**src/rtl/dbg_match_pkg.sv**
```systemverilog
package dbg_match_pkg;
  typedef enum logic [1:0] {
    TRIG_ADDR_PAIR = 2'd0,
    TRIG_ADDR_DATA = 2'd1,
    TRIG_INSIDE    = 2'd2,
    TRIG_OUTSIDE   = 2'd3
  } trig_mode_e;

  // true when the direction check passes (or is disabled)
  function automatic logic dir_ok(input logic en, input logic want_rd, input logic is_rd);
    return !en || (want_rd == is_rd);
  endfunction
endpackage

```
**src/rtl/dbg_eq_cmp.sv**
```systemverilog
module dbg_eq_cmp #(
  parameter int W = 16
) (
  input  logic [W-1:0] ref_val,
  input  logic [W-1:0] bus_val,
  input  logic         dir_en,
  input  logic         dir_rd,
  input  logic         bus_rnw,
  output logic         hit
);
  import dbg_match_pkg::*;
  always_comb hit = (ref_val == bus_val) && dir_ok(dir_en, dir_rd, bus_rnw);
endmodule

```
**src/rtl/dbg_exec_tag.sv**
```systemverilog
module dbg_exec_tag #(
  parameter int W = 16
) (
  input  logic         clk,
  input  logic         rst,
  input  logic [W-1:0] ref_val,
  input  logic         fetch_hit,
  input  logic         exec_strobe,
  input  logic [W-1:0] exec_addr,
  input  logic         track_en,
  input  logic         flush,
  input  logic         bdm_active,
  output logic         fire
);
  logic tag_q;
  logic arm;

  always_comb begin
    arm  = fetch_hit && !bdm_active && !flush;
    fire = track_en && tag_q && exec_strobe && (exec_addr == ref_val)
           && !flush && !bdm_active;
  end

  always_ff @(posedge clk) begin
    if (rst || flush)  tag_q <= 1'b0;
    else if (arm)      tag_q <= 1'b1;
    else if (fire)     tag_q <= 1'b0;
  end
endmodule

```
**src/rtl/dbg_range_cmp.sv**
```systemverilog
module dbg_range_cmp #(
  parameter int W = 16
) (
  input  logic [W-1:0] lo,
  input  logic [W-1:0] hi,
  input  logic [W-1:0] addr,
  input  logic         outside,
  output logic         hit
);
  logic in_win;
  always_comb begin
    in_win = (addr >= lo) && (addr <= hi);
    hit    = outside ? !in_win : in_win;
  end
endmodule

```
**src/rtl/dbg_match_unit.sv**
```systemverilog
module dbg_match_unit
  import dbg_match_pkg::*;
#(
  parameter int ADDR_W = 16,
  parameter int DATA_W = 8
) (
  input  logic              clk,
  input  logic              rst,
  input  logic [1:0]        mode,
  input  logic [ADDR_W-1:0] cmp_a,
  input  logic [ADDR_W-1:0] cmp_b,
  input  logic              a_dir_en,
  input  logic              a_dir_rd,
  input  logic              b_dir_en,
  input  logic              b_dir_rd,
  input  logic              a_opc_en,
  input  logic              b_opc_en,
  input  logic              bus_valid,
  input  logic [ADDR_W-1:0] bus_addr,
  input  logic              bus_rnw,
  input  logic [DATA_W-1:0] bus_rdata,
  input  logic [DATA_W-1:0] bus_wdata,
  input  logic              fetch_strobe,
  input  logic              exec_strobe,
  input  logic [ADDR_W-1:0] exec_addr,
  input  logic              flush,
  input  logic              bdm_active,
  output logic              match_a,
  output logic              match_b,
  output logic              match_range
);
  localparam int NCMP = 2;

  trig_mode_e mode_e;
  assign mode_e = trig_mode_e'(mode);

  logic [ADDR_W-1:0] ref_v  [NCMP];
  logic [NCMP-1:0]   den, drd, trk, addr_hit, fire;

  assign ref_v[0] = cmp_a;
  assign ref_v[1] = cmp_b;
  assign den = {b_dir_en, a_dir_en};
  assign drd = {b_dir_rd, a_dir_rd};
  assign trk = {b_opc_en && (mode_e != TRIG_ADDR_DATA), a_opc_en};

  for (genvar i = 0; i < NCMP; i++) begin : g_cmp
    dbg_eq_cmp #(.W(ADDR_W)) i_eq (
      .ref_val(ref_v[i]), .bus_val(bus_addr), .dir_en(den[i]),
      .dir_rd(drd[i]), .bus_rnw(bus_rnw), .hit(addr_hit[i])
    );
    dbg_exec_tag #(.W(ADDR_W)) i_tag (
      .clk(clk), .rst(rst), .ref_val(ref_v[i]),
      .fetch_hit(fetch_strobe && bus_valid && addr_hit[i]),
      .exec_strobe(exec_strobe), .exec_addr(exec_addr),
      .track_en(trk[i]), .flush(flush), .bdm_active(bdm_active),
      .fire(fire[i])
    );
  end

  // data-bus selection for the address-plus-data mode
  logic              use_wbus;
  logic [DATA_W-1:0] data_sel;
  logic              data_hit;
  logic              win_hit;
  logic              range_mode;

  always_comb begin
    use_wbus = a_dir_en && !a_dir_rd;
    data_sel = use_wbus ? bus_wdata : bus_rdata;
    data_hit = (data_sel == cmp_b[DATA_W-1:0]) && dir_ok(b_dir_en, b_dir_rd, bus_rnw);
    range_mode = (mode_e == TRIG_INSIDE) || (mode_e == TRIG_OUTSIDE);
  end

  dbg_range_cmp #(.W(ADDR_W)) i_range (
    .lo(cmp_a), .hi(cmp_b), .addr(bus_addr),
    .outside(mode_e == TRIG_OUTSIDE), .hit(win_hit)
  );

  logic a_d, b_d, r_d;
  always_comb begin
    a_d = trk[0] ? fire[0] : (bus_valid && addr_hit[0]);
    if (mode_e == TRIG_ADDR_DATA) b_d = bus_valid && addr_hit[0] && data_hit;
    else                          b_d = trk[1] ? fire[1] : (bus_valid && addr_hit[1]);
    r_d = range_mode && bus_valid && win_hit && dir_ok(a_dir_en, a_dir_rd, bus_rnw);
  end

  always_ff @(posedge clk) begin
    if (rst) begin
      match_a     <= 1'b0;
      match_b     <= 1'b0;
      match_range <= 1'b0;
    end else begin
      match_a     <= a_d && !bdm_active;
      match_b     <= b_d && !bdm_active;
      match_range <= r_d && !bdm_active;
    end
  end
endmodule

```
**config.mk**
```make
export PLATFORM = sky130hd
export DESIGN_NAME = dbg_match_unit
export DESIGN_NICKNAME = d
export VERILOG_FILES = /design/src/rtl/dbg_match_pkg.sv /design/src/rtl/dbg_eq_cmp.sv /design/src/rtl/dbg_exec_tag.sv /design/src/rtl/dbg_range_cmp.sv /design/src/rtl/dbg_match_unit.sv
export SDC_FILE = /design/constraint.sdc
export NUM_CORES = 1
export LEC_CHECK = 0
export BUFFER_PORTS_ARGS = -buffer_cell sky130_fd_sc_hd__buf_2
export CORE_MARGIN = 1
export CORE_UTILIZATION = 28
export CTS_CLUSTER_SIZE = 10
export DETAILED_ROUTE_END_ITERATION = 10
export SYNTH_ARGS = -nofsm -noshare
export SYNTH_HDL_FRONTEND = slang
export SYNTH_SLANG_ARGS = --single-unit
```
**constraint.sdc**
```tcl
create_clock -name clk -period 4.4 [get_ports clk]
set_input_delay 0.66 -clock clk [delete_from_list [all_inputs] [get_ports clk]]
set_output_delay 0.66 -clock clk [all_outputs]
set_load 0.01 [all_outputs]
```
Word-level counts from Yosys, hierarchy flattened

Index checks and enable logic that the tools add are counted.

Logic and storage cells: 71
Output and inout bits: 3
Bits in registers: 5
Bits of input ports: 96

Equality and inequality tests: 11
Multiplexer cells: 9
Magnitude comparators: 2
Reduce and logical (&&, ||, !) cells: 44

Operators by type and width:

| operator                                              | number |
|---|---|
| equality test 16 bit                                  | 4 |
| logical AND 1 bit                                     | 32 |
| >= comparator 16 bit                                  | 1 |
| <= comparator 16 bit                                  | 1 |
| equality test 8 bit                                   | 1 |
| 2-to-1 mux 1 bit                                      | 8 |
| 2-to-1 mux 8 bit                                      | 1 |
| logical NOT 1 bit                                     | 6 |
| equality test 2 bit, second input constant            | 2 |
| logical OR 1 bit                                      | 4 |
| nonzero test 2 bit                                    | 2 |
| equality test 1 bit                                   | 2 |
| equality test 2 x 1 -> 1 bit, second input constant   | 1 |
| inequality test 2 x 1 -> 1 bit, second input constant | 1 |

Depth between registers and ports, before layout

Gate-level depths: netlist (run 1).

Depth after elaboration: 10
Mapped depth: 9
Gate-level depth less buffers: 9

By module

Synthesis (run 1) repeated with hierarchy kept, for this count alone.

Cell total of the unflattened synthesis: 288
Area, all modules: 2218.4 sq um

By module, submodules not included:

| module         | cells an instance | instances | sequential area each (sq um) | area each (sq um) |
|---|---|---|---|---|
| dbg_range_cmp  | 116               | 1         | 0.0                          | 838.3 |
| dbg_exec_tag   | 36                | 2         | 20.0                         | 287.8 |
| dbg_match_unit | 54                | 1         | 60.1                         | 421.7 |
| dbg_eq_cmp     | 23                | 2         | 0.0                          | 191.4 |

Worst setup path after synthesis (run 1)

Ideal clock, no wire load.

Path kind: input to register
Start point: input cmp_b[1]
End point: register match_range
Library setup time: 116 ps
Path buffers: 0
Data arrival time: 1934 ps
Stages: 9
Setup slack: 2350 ps
Data required time: 4284 ps
Cell sequence: inv_1 > ha_1 > nor2b_1 > o211ai_1 > a21oi_1 > o31ai_1 > a21o_1 > a21oi_1 > a31o_2

Word-level cells in the longest chain between the ends: 7

RTL lines:

| item                               | RTL line             | source |
|---|---|---|
| start: declaration                 | dbg_match_unit.sv:11 | `input logic [ADDR_W-1:0] cmp_b,` |
| <= comparator 16 bit (*)           | dbg_range_cmp.sv:12  | `in_win = (addr >= lo) && (addr <= hi);` |
| logical AND 1 bit (*)              | dbg_range_cmp.sv:12  |  |
| logical NOT 1 bit                  | dbg_range_cmp.sv:13  | `hit = outside ? !in_win : in_win;` |
| 2-to-1 mux 1 bit (*)               | dbg_range_cmp.sv:13  |  |
| logical AND 1 bit (*) (2 in a row) | dbg_match_unit.sv:84 | `r_d = range_mode && bus_valid && win_hit && dir_ok(a_dir_en, a_dir_rd, bus_rnw);` |
| logical AND 1 bit (*)              | dbg_match_unit.sv:95 | `match_range <= r_d && !bdm_active;` |
| end signal: assignment             | dbg_match_unit.sv:95 |  |
| end: declaration                   | dbg_match_unit.sv:30 | `output logic match_range` |

Mark *: on every way between the ends. The rest lies on a longest branch, timed or not.
A chain may end at the register's enable or synchronous reset.

Worst setup path after layout (run 1)

Start point: input cmp_b[14]
End point: register match_b

Word-level cells in the longest chain between the ends: 7
Elaborated cells on any way between the ends: 10
Those cells by class: eq/ne (2); mux (2); reduce/logical (6)

RTL lines:

| item                           | RTL line             | source |
|---|---|---|
| equality test 16 bit           | dbg_exec_tag.sv:20   | `fire = track_en && tag_q && exec_strobe && (exec_addr == ref_val)` |
| logical AND 1 bit              | dbg_exec_tag.sv:20   |  |
| logical AND 1 bit (2 in a row) | dbg_exec_tag.sv:21   | `&& !flush && !bdm_active;` |
| 2-to-1 mux 1 bit (*)           | dbg_match_unit.sv:83 | `else b_d = trk[1] ? fire[1] : (bus_valid && addr_hit[1]);` |
| 2-to-1 mux 1 bit (*)           | dbg_match_unit.sv:82 | `if (mode_e == TRIG_ADDR_DATA) b_d = bus_valid && addr_hit[0] && data_hit;` |
| logical AND 1 bit (*)          | dbg_match_unit.sv:94 | `match_b <= b_d && !bdm_active;` |
| end signal: assignment         | dbg_match_unit.sv:94 |  |
| end: declaration               | dbg_match_unit.sv:29 | `output logic match_b,` |

Marked as above.

==> impl_results.md, run 1 <==
- Vias in the first global route: 1,818
- Max capacitance violation total: 0
- Min-delay src: g_cmp[1].i_tag.tag_q$_SDFFE_PP0P_
- FF-to-FF setup slack: 3.18 ns
- Worst hold path class: flop to flop
- Drc violations: 0
- Seq cells post-synth: 5
- Area occupied by multi-input gates: between 1000 and 1500 um^2
- Gr usage total: 17.4%
- Hold-critical path depth: 2
- Antenna Nets Post-Route: 0
- Hold_buf cts: 0
- Num CTS Buffers: 3
- Final hold vios: 0
- Maximum clock path buffer count: 2
- Fin util: about two fifths
- R2r endpoint: g_cmp[0].i_tag.tag_q$_SDFFE_PP0P_
- Max_slew headroom: 60.1%
- Fin crit share: 51.8%
- H-tree depth: 1
- Crit path capture type: flop
- Hold Path End: g_cmp[1].i_tag.tag_q$_SDFFE_PP0P_
- Unique masters post-synth: 29
- Grt total ovfl: 0
- Setup bufs post-CTS: 0
- Antenna diodes: 0
- TNS Setup: 0 ns
- Clk Latency, worst-skew pair: 0.23 ns
- Largest net degree at the start of global routing: 9
- Syn avg cell area: 7.72 um^2
- Initial antenna violation count: 0
- Wirelength per Cell: 13.5 um
- Pre-antenna DRT Iters: 4
- Via density per instance: 4.71
- FF-to-FF Start: g_cmp[0].i_tag.tag_q$_SDFFE_PP0P_
- Root buf cell: clkbuf_8
- Most frequent cells in the layout: buf_2, xnor2_1, ha_1, inv_1, nand4_1
- Synth Net Count: 335
- Die Footprint: 6010 um^2
- Area Overhead vs Synth: 38.4%
- GP Congestion: between 0.8 and 0.9
- Fillcell total: 601
- Unrepaired setup endpoints after global routing: no
- CTS resizes: 0
- Critical path data required time: 4.55 ns
- Final slew viol count: 0
- Die span in x: 77.5 um
- Power density over cell area: 143 nW/um^2
- Worst Setup Path Type: input pin to flop
- Routed WL: around 5100 um
- Min cycle time layout: 2.28 ns
- Fmax achieved: around 440 MHz
- Skew final: 0.00356 ns
- Routed via count: 1,789
- Cells after Synth: 207
- Ratio of cells with drive above 1 in the final layout: 33.4%
- Hold WS: 0.482 ns
- Mapped Area: 1600 um^2
- Lkg Pwr: 1.18 nW
- CP Max Fanout: 3
- Pwr Total: around 0.00032 W
- CP arrival: 2.43 ns
- Tightest Pin Transition: 0.594 ns
- Die H: ~78 um
- # nets final: 437
- YS warnings: 0
- Global-route wire length before repair: 8170 um
- Sequential-to-total area share from yosys stat: 6.26%
- Input/output buffers: 98
- Final Setup Violations: 0
- Placeable Area: 5510 um^2
- Clock sink total: 5
- Detailed Place HPWL: between 4000 and 5000 um
- CTS tree: done
- Drt initial violations: 58
- Row cnt: 27
- Reg2Reg Depth: 4
- Run status: complete, no violations
- Clk slew on worst S/H paths: 0.04 ns
- Startpoint types: input pin
- Ports: 99
- Maximum vdd ir drop: 0.109 mV
- Commonest non-fill, non-tap cell in the layout: buf_2
- Sequential cell area: about 100 um^2
- Initial Utilization: 29.0%
## cells by family (layout without fill, tap and decap cells)
group,after synthesis,in the layout,share of synthesized area (%)
fa+ha+maj,32,32,25.1
mux,8,8,5.01
xor+xnor,42,42,23.0
simple gates,55,55,19.3
flops,5,5,6.26
buf+inv,32,133,7.99
compound gates,33,33,13.3
## worst max path at each step
stage	endpoint	slack, ns	startpoint	cells after the start
6_report	match_b$_SDFF_PP0_	2.12	cmp_b[14]	9
2_1_floorplan	match_range$_SDFF_PP0_	2.35	cmp_b[1]	9
5_1_grt	match_b$_SDFF_PP0_	1.89	cmp_b[14]	9
4_1_cts	match_b$_SDFF_PP0_	2.11	cmp_b[14]	9
3_3_place_gp	match_b$_SDFF_PP0_	1.90	cmp_b[14]	9
3_5_place_dp	match_b$_SDFF_PP0_	1.89	cmp_b[14]	9
## worst max-delay path, stage by stage
cell      delay (ns)
buf_2           0.10
inv_1           0.04
ha_1            0.31
nand4_1         0.18
nor4_1          0.60
nand4b_1        0.16
a21oi_1         0.15
a41oi_1         0.07
nor3_1          0.16
## through the flow
step           instance area, um^2  std cells  worst slack, ns
2_1_floorplan                 1600        207             2.35
3_3_place_gp                  2170        376             1.90
3_5_place_dp                  2170        376             1.89
4_1_cts                       2210        380             2.11
5_1_grt                       2210        380             1.89
6_report                      2210        380             2.12
## metal layers
metal	wire, um	track usage [%]	share of wire [%]	vias to the layer above
li1	-	-	-	943
met2	2590	31.2	51	66
met4	114	6.23	2.2	0
met5	0	0	0	-
met3	269	2.47	5.3	10
met1	2140	20.8	42	770
## final cells by class
| type | count | share of cell area, % |
|---|---|---|
| inverters | 31 | 5.26 |
| well taps | 72 | 4.07 |
| repair buffers | 98 | 22.2 |
| clock buffers | 4 | 2.04 |
| flip-flops and latches | 5 | 4.52 |
| multi-input cells | 170 | 61.9 |
## cells in the mapped netlist
| cell | n | area (um^2) |
|---|---|---|
| a21o_1 | 4 | 30.0 |
| a211oi_1 | 4 | 30.0 |
| buf_6 | 1 | 11.3 |
| nand2b_1 | 1 | 6.26 |
| ha_1 | 32 | 400 |
| nand2b_4 | 1 | 13.8 |
| dfxtp_1 | 5 | 100 |
| nand4_1 | 17 | 106 |
| a31o_2 | 1 | 8.76 |
| o211ai_1 | 3 | 22.5 |
| nand4b_1 | 1 | 8.76 |
| a41oi_1 | 1 | 8.76 |
| nor2b_1 | 4 | 25.0 |
| a21boi_0 | 3 | 22.5 |
| nand3_1 | 6 | 30.0 |
| and2_1 | 1 | 6.26 |
| nor3_1 | 5 | 25.0 |
| a22oi_1 | 1 | 7.51 |
| nor4_1 | 5 | 31.3 |
| o21ai_0 | 2 | 10.0 |
| nand2_1 | 7 | 26.3 |
| or4_1 | 1 | 7.51 |
| xnor2_1 | 32 | 280 |
| a21oi_1 | 13 | 65.1 |
| inv_1 | 31 | 116 |
| xor2_1 | 10 | 87.6 |
| mux2i_1 | 8 | 80.1 |
| o31ai_1 | 1 | 7.51 |
| nor2_1 | 6 | 22.5 |
## power breakdown
part	internal (W)	switching, W
sequential	0.0000458	0.0000000560
combinational	0.0000905	0.0000920
clock	0.0000625	0.0000265
## sequential cells by signal (all words and copies together) (netlist names)
name,flops
match_range,1
match_b,1
match_a,1
g_cmp.i_tag.tag_q,2
No activity file was read; power rests on OpenSTA's default activity.
==> inputs of run 2 (changes only) <==
- ABC_AREA: unset -> 1
- clock period: 4.4 -> 2.38 ns (I/O delays scaled with it)
==> run 2 against run 1 <==
  * The flow now finishes with violations (design-rule violations)
  * First-iteration DRC count rose by 100%
  * Design area rose by 14%
  * Clock power rose by 82%
  * Count of clock-buffer cells in the layout did not move
  * Combinational power rose by 100%
  * Synthesized cell count rose by 70%
  * Clock skew fell by 0.0030 ns
  * Total power rose by 96%
  * Routed wire length rose by 22%
  * Worst hold slack got worse by 0.14 ns
  * Critical path depth rose by 4
==> impl_results.md, run 2 <==
- Run status: complete, but fails checks
- Failing checks: design-rule violations
- Sequential-to-total area share from yosys stat: 5.22%
- Antenna Nets Post-Route: 0
- Tightest Pin Transition: between 0.3 and 0.4 ns
- Num CTS Buffers: 3
- Fmax achieved: 598 MHz
- Unique masters post-synth: 27
- # nets final: ~580
- Routed via count: 2,400
- Top_reg_cell synth: dfxtp_1
- Sequential power share: 13.8%
- Hold_buf cts: 0
- Via density per instance: 4.54
- Gr usage total: 17.8%
- Placeable Area: between 6000 and 7000 um^2
- Critical path data required time: 2.55 ns
- Min cycle time layout: 1.67 ns
- Buf+Inv Stages, Crit Path: 3
- Max_slew headroom: 79.3%
- Top cells by area, synth: nand2_1, ha_1, inv_1
- CTS tree: done
- Cells after Synth: between 300 and 400
- CP Cell Sequence: buf_2 -> inv_1 -> ha_1 -> nand2_1 -> nor2_1 -> nand2_1 -> nor3_1 -> nand3_1 -> nand2_1 -> inv_1 -> nand2_1 -> nand2_1 -> nor2_1
- Initial Utilization: 29.5%
- Drt initial violations: 118
- Maximum vdd ir drop: 0.102 mV
- Syn avg cell area: 5.46 um^2
- Drc violations: 10
- Synth Net Count: between 400 and 500
- Ys async rst share: 0%
- Input/output buffers: 98
- Startpoint types: input pin
- Ratio of cells with drive above 1 in the final layout: about 25%
- CTS resizes: 0
- CP Max Fanout: 4
- Crit path capture type: flop
- Sw power: approximately 0.00026 W
- Clk Latency, worst-skew pair: 0.22 ns
- Area Overhead vs Synth: 31.9%
- Commonest cells post-synth: nand2_1, inv_1, nor2_1
- Crit path top cell by count: nand2_1
- Most flop-heavy register: g_cmp.i_tag.tag_q
- Ports: 99
- Number of enable flip-flop cells after synthesis: 0
- TNS Setup: 0 ns
- Final Setup Violations: 0
- Final slew viol count: 0
- Maximum clock path buffer count: 2
- Die H: 84.8 um
- Top delay family on crit path: simple AND/OR/NAND/NOR gates
- Worst Setup Path Type: input pin to flop
- Clock sink total: 5
- Skew final: 0.000578 ns
- Max capacitance violation total: 0
- P_int: around 0.00036 W
- Row cnt: 29
- Setup bufs post-CTS: 0
- Commonest non-fill, non-tap cell in the layout: nand2_1
- Fin crit share: 70.3%
- Fin util: roughly 39%
- Combinational power share: 60.1%
- Mapped Area: roughly 1900 um^2
- Final hold vios: 0
- Unrepaired setup endpoints after global routing: no
- Vias in the first global route: approximately 2,300
- Grt total ovfl: 0
- Setup WS pre-CTS: 0.475 ns
- Antenna diodes: 0
- Max reg flops: 2
- Die span in x: 84.8 um
- Global-route wire length before repair: approximately 10,000 um
- Clock Power Share: 26.1%
- Clk slew on worst S/H paths: 0.04 ns
- YS warnings: 0
- CP arrival: approximately 1.8 ns
- Setup ws final: 0.707 ns
- H-tree depth: 1
- Wirelength per Cell: approximately 12 um
- Switch share: about two fifths
- Largest net degree at the start of global routing: 15
- Routed WL: 6240 um
- Max incr delay on CP: about 0.3 ns
- Worst hold path class: input pin to flop
- Root buf cell: clkbuf_8
- Cell taking the most area after synthesis: nand2_1
- Top-count cell post-synth: nand2_1
- Most frequent cells in the layout: nand2_1, buf_2, inv_1, nor2_1, ha_1
- Area share of the largest cell type after synthesis: 22.5%
- Pre-antenna DRT Iters: 8
- Die Footprint: roughly 7000 um^2
- Detailed Place HPWL: 5700 um
- Power density over cell area: 246 nW/um^2
- Seq cells post-synth: 5
- GP Congestion: 0.980
- Initial antenna violation count: 0
- Slowest cell on crit path: ha_1
- Lkg Pwr: about 1.6 nW
run 2: cell types whose count changed after synthesis, sizes merged, moves of 8 or more:
| cell | delta |
|---|---|
| nand4 | -13 |
| nand2 | +114 |
| nor2 | +33 |
| inv | +36 |
| nand3 | +16 |
| o22ai | +8 |
| mux2i | -8 |
| o21ai | +9 |
| xnor2 | -28 |
run 2: area by class of cell:
type / count / area (um^2)
multi-input combinational: 278 / 1550
inverter: 67 / 251
fill: 752 / 3970
sequential: 5 / 100
tap: 77 / 96.3
timing repair buffer: 98 / 490
clock buffer: 4 / 45.0
run 2: kinds of logic (layout without fill, tap and decap cells):
logic type | after synthesis | in the layout | synth area share [%]
buf+inv | 68 | 169 | 14.2
compound gates | 44 | 44 | 12.9
flops | 5 | 5 | 5.22
simple gates | 194 | 194 | 43.2
xor+xnor | 8 | 8 | 3.65
fa+ha+maj | 32 | 32 | 20.9
run 2: worst reg2reg max path, cell delays in order, from the launching register on:
cell and delay (ns):
dfxtp_1 0.33, nand3_1 0.10, a21oi_1 0.16, nand2_1 0.07, nor2_1 0.11, nand3_1 0.13, nand2_1 0.10, nand2_1 0.05
nor2_1 0.09
run 2: final timing paths:
| kind | startpoint | endpoint | slack (ns) | cells past startpoint |
|---|---|---|---|---|
| worst min register to register | g_cmp[0].i_tag.tag_q$_SDFFE_PP0P_ | g_cmp[0].i_tag.tag_q$_SDFFE_PP0P_ | 0.46 | 2 |
| worst min-delay path | a_opc_en | match_a$_SDFF_PP0_ | 0.35 | 2 |
| worst max register to register | g_cmp[1].i_tag.tag_q$_SDFFE_PP0P_ | match_b$_SDFF_PP0_ | 1.20 | 8 |
| worst max-delay path | cmp_b[7] | match_b$_SDFF_PP0_ | 0.71 | 13 |
run 2: per-layer routing:
layer  GRT usage [%]  wire, um
met3            1.38       306
met4            4.31        55
met5               0         0
met1            24.3      3010
met2            30.5      2870
run 2: power groups by stage:
| stage | clock network (W) | registers (W) | logic (W) |
|---|---|---|---|
| floorplan | 0 | 0.0000876 | 0.000213 |
| global placement | 0 | 0.0000870 | 0.000371 |
| detailed placement | 0 | 0.0000870 | 0.000373 |
| CTS | 0.000166 | 0.0000857 | 0.000376 |
| global route | 0.000175 | 0.0000857 | 0.000431 |
| finish | 0.000162 | 0.0000857 | 0.000373 |
run 2: stage by stage:
step / cell area, um^2 / power, W / std cells / hold slack (ns)
after floorplan: 1920 / 0.000301 / 351 / 0.436
after global placement: 2480 / 0.000458 / 525 / 0.455
after detailed placement: 2480 / 0.000460 / 525 / 0.455
after CTS: 2530 / 0.000627 / 529 / 0.341
after global routing: 2530 / 0.000692 / 529 / 0.353
final: 2530 / 0.000621 / 529 / 0.347
==> inputs of run 3 (changes only) <==
- clock period: 2.38 -> 1.5 ns (I/O delays scaled with it)
==> run 3 against run 2 <==
  * The run still ends with design-rule violations left
  * Sequential power is 59% higher
  * Sequential share of layout area down 0.55 points
  * Worst setup slack worse by 0.67 ns
  * Clock skew increased by 0.0014 ns
  * Cell count grew 7.2%
  * Count of clock-buffer cells in the layout stayed put
  * Via count up 7.0%
  * Global-route usage increased by 0.63 points
  * First-iteration DRC count down 17%
  * Clock power rose by 52%
  * Register-to-register slack lost 0.86 ns
==> impl_results.md, run 3 (same netlist as run 2, synthesis figures left out) <==
- Max reg flops: 2
- Initial Utilization: 29.5%
- Routed WL: 6620 um
- Die H: between 80 and 90 um
- Gr usage total: 18.5%
- Most frequent cells in the layout: nand2_1, buf_2, inv_1, buf_4, nor2_1
- Fmax achieved: 683 MHz
- Input/output buffers: 98
- Die Footprint: 7190 um^2
- Hold_buf cts: 0
- Fin crit share: 97.6%
- Sw power: 0.000448 W
- Root buf cell: clkbuf_8
- FF-to-FF setup slack: 0.34 ns
- Antenna Nets Post-Route: 0
- Fillcell total: about 720
- Tightest Pin Transition: 0.302 ns
- Setup ws final: 0.0361 ns
- Min cycle time layout: 1.46 ns
- Failing checks: design-rule violations
- Antenna diodes: 0
- Clk slew on worst S/H paths: 0.03 ns
- Wirelength per Cell: 11.7 um
- Hold-critical path depth: 2
- Skew final: 0.00195 ns
- Die span in x: about 85 um
- Routed via count: around 2,600
- Area Overhead vs Synth: 53.3%
- Drt initial violations: 98
- Max_slew headroom: 79.7%
- Detailed Place HPWL: 5960 um
- Setup WS pre-CTS: -0.312 ns
- P_int: 0.000658 W
- Lkg Pwr: 1.77 nW
- Final hold vios: 0
- Initial antenna violation count: 0
- Via density per instance: 4.53
- Inst Count DP: 562
- TNS Setup: 0 ns
- Final Setup Violations: 0
- Reg2Reg Depth: 8
- Global-route wire length before repair: 10,800 um
- Pre-antenna DRT Iters: 8
- Worst hold path class: input pin to flop
- # nets final: between 600 and 700
- Max incr delay on CP: 0.37 ns
- Clock Power Share: 22.3%
- Max capacitance violation total: 0
- Maximum vdd ir drop: between 0.2 and 0.25 mV
- Combinational power share: 65.4%
- Vias in the first global route: 2,488
- Grt total ovfl: 0
- Min-delay src: a_opc_en
- Drc violations: 10
- Critical path data required time: 1.61 ns
- Startpoint types: input pin
- Ratio of cells with drive above 1 in the final layout: 35.7%
- Crit path top cell by count: nand2_2
- Slowest cell on crit path: or3_4
- Row cnt: 29
- Hold Path End: match_a$_SDFF_PP0_
- Placeable Area: roughly 6500 um^2
- Maximum clock path buffer count: 2
- FF-to-FF Start: g_cmp[1].i_tag.tag_q$_SDFFE_PP0P_
- Pwr Total: 0.00111 W
- Commonest non-fill, non-tap cell in the layout: nand2_1
- GP Congestion: 0.915
- Non-Filler Instances: 567
- R2r endpoint: match_b$_SDFF_PP0_
- Clock sink total: 5
- Sequential power share: 12.3%
- Worst Setup Path Type: input pin to flop
- Final slew viol count: 0
- H-tree depth: 1
- Crit path capture type: flop
- Run status: complete, but fails checks
- Clk Latency, worst-skew pair: 0.22 ns
- CP Max Fanout: 3
- Ports: a little under 100
- Switch share: 40.5%
- Largest net degree at the start of global routing: 15
- Power density over cell area: between 300 and 400 nW/um^2
- Most flop-heavy register: g_cmp.i_tag.tag_q
- Num CTS Buffers: 3
- CP arrival: 1.57 ns
- CP Cell Sequence: buf_2 -> inv_1 -> ha_1 -> nand2_2 -> nor2_4 -> nand2_2 -> or3_4 -> nand2_2 -> nand3_1 -> nand2_1 -> nor2_1
- Unrepaired setup endpoints after global routing: yes
- CTS tree: done
run 3: changes by cell type in the layout (fill, tap and decap cells not counted), sizes merged:
cell  before  now
buf       98  136
run 3: area by class of cell:
cell class	count	area, um^2	area share [%]
Multi-Input combinational cell	278	1670	56.9
Timing Repair Buffer	136	776	26.4
Inverter	67	251	8.55
Sequential cell	5	100	3.40
Tap cell	77	96.3	3.28
Clock buffer	4	45.0	1.53
run 3: worst max path at each step:
stage	endpoint	slack, ns	from	depth (start not counted)
after floorplan	match_range$_SDFF_PP0_	0.007	cmp_b[7]	10
after global placement	match_b$_SDFF_PP0_	-0.24	cmp_b[15]	13
after detailed placement	match_b$_SDFF_PP0_	-0.31	cmp_b[15]	13
after CTS	match_range$_SDFF_PP0_	0.007	cmp_b[15]	11
after global routing	match_b$_SDFF_PP0_	-0.02	cmp_b[9]	13
final	match_range$_SDFF_PP0_	0.04	cmp_b[4]	11
run 3: through the flow:
step | hold WS, ns | util, % | cell area (um^2)
floorplan | 0.318 | - | 1920
global placement | 0.455 | 42.6 | 2770
detailed placement | 0.458 | 42.6 | 2770
CTS | 0.230 | 43.4 | 2820
global route | 0.242 | 45.3 | 2940
finish | 0.238 | 45.3 | 2940
run 3: timing repair:
action                     CTS  global route
pin swaps                    0             7
setup buffers                0             1
gates resized for setup      2            24
setup endpoints to repair    2             4
run 3: layer usage:
| layer | GRT usage, % | up-vias | wire length, um |
|---|---|---|---|
| li1 | - | 1394 | - |
| met4 | 2.00 | 0 | 51 |
| met2 | 33.3 | 78 | 3110 |
| met5 | 0 | - | 0 |
| met3 | 1.28 | 5 | 368 |
| met1 | 24.8 | 1091 | 3090 |
run 3: power by group through the flow:
stage | registers (W) | logic (W) | clock network [W]
after floorplan | 0.000139 | 0.000340 | 0
after global placement | 0.000138 | 0.000664 | 0
after detailed placement | 0.000138 | 0.000673 | 0
after CTS | 0.000136 | 0.000679 | 0.000253
after global routing | 0.000136 | 0.000820 | 0.000270
final | 0.000136 | 0.000723 | 0.000247
run 3: worst max-delay path: cells and delay by family:
family | cells | cell delay [ns]
adder cells (fa/ha/maj) | 1 | 0.30
buffers and inverters | 2 | 0.14
AND/OR/NAND/NOR | 8 | 0.89
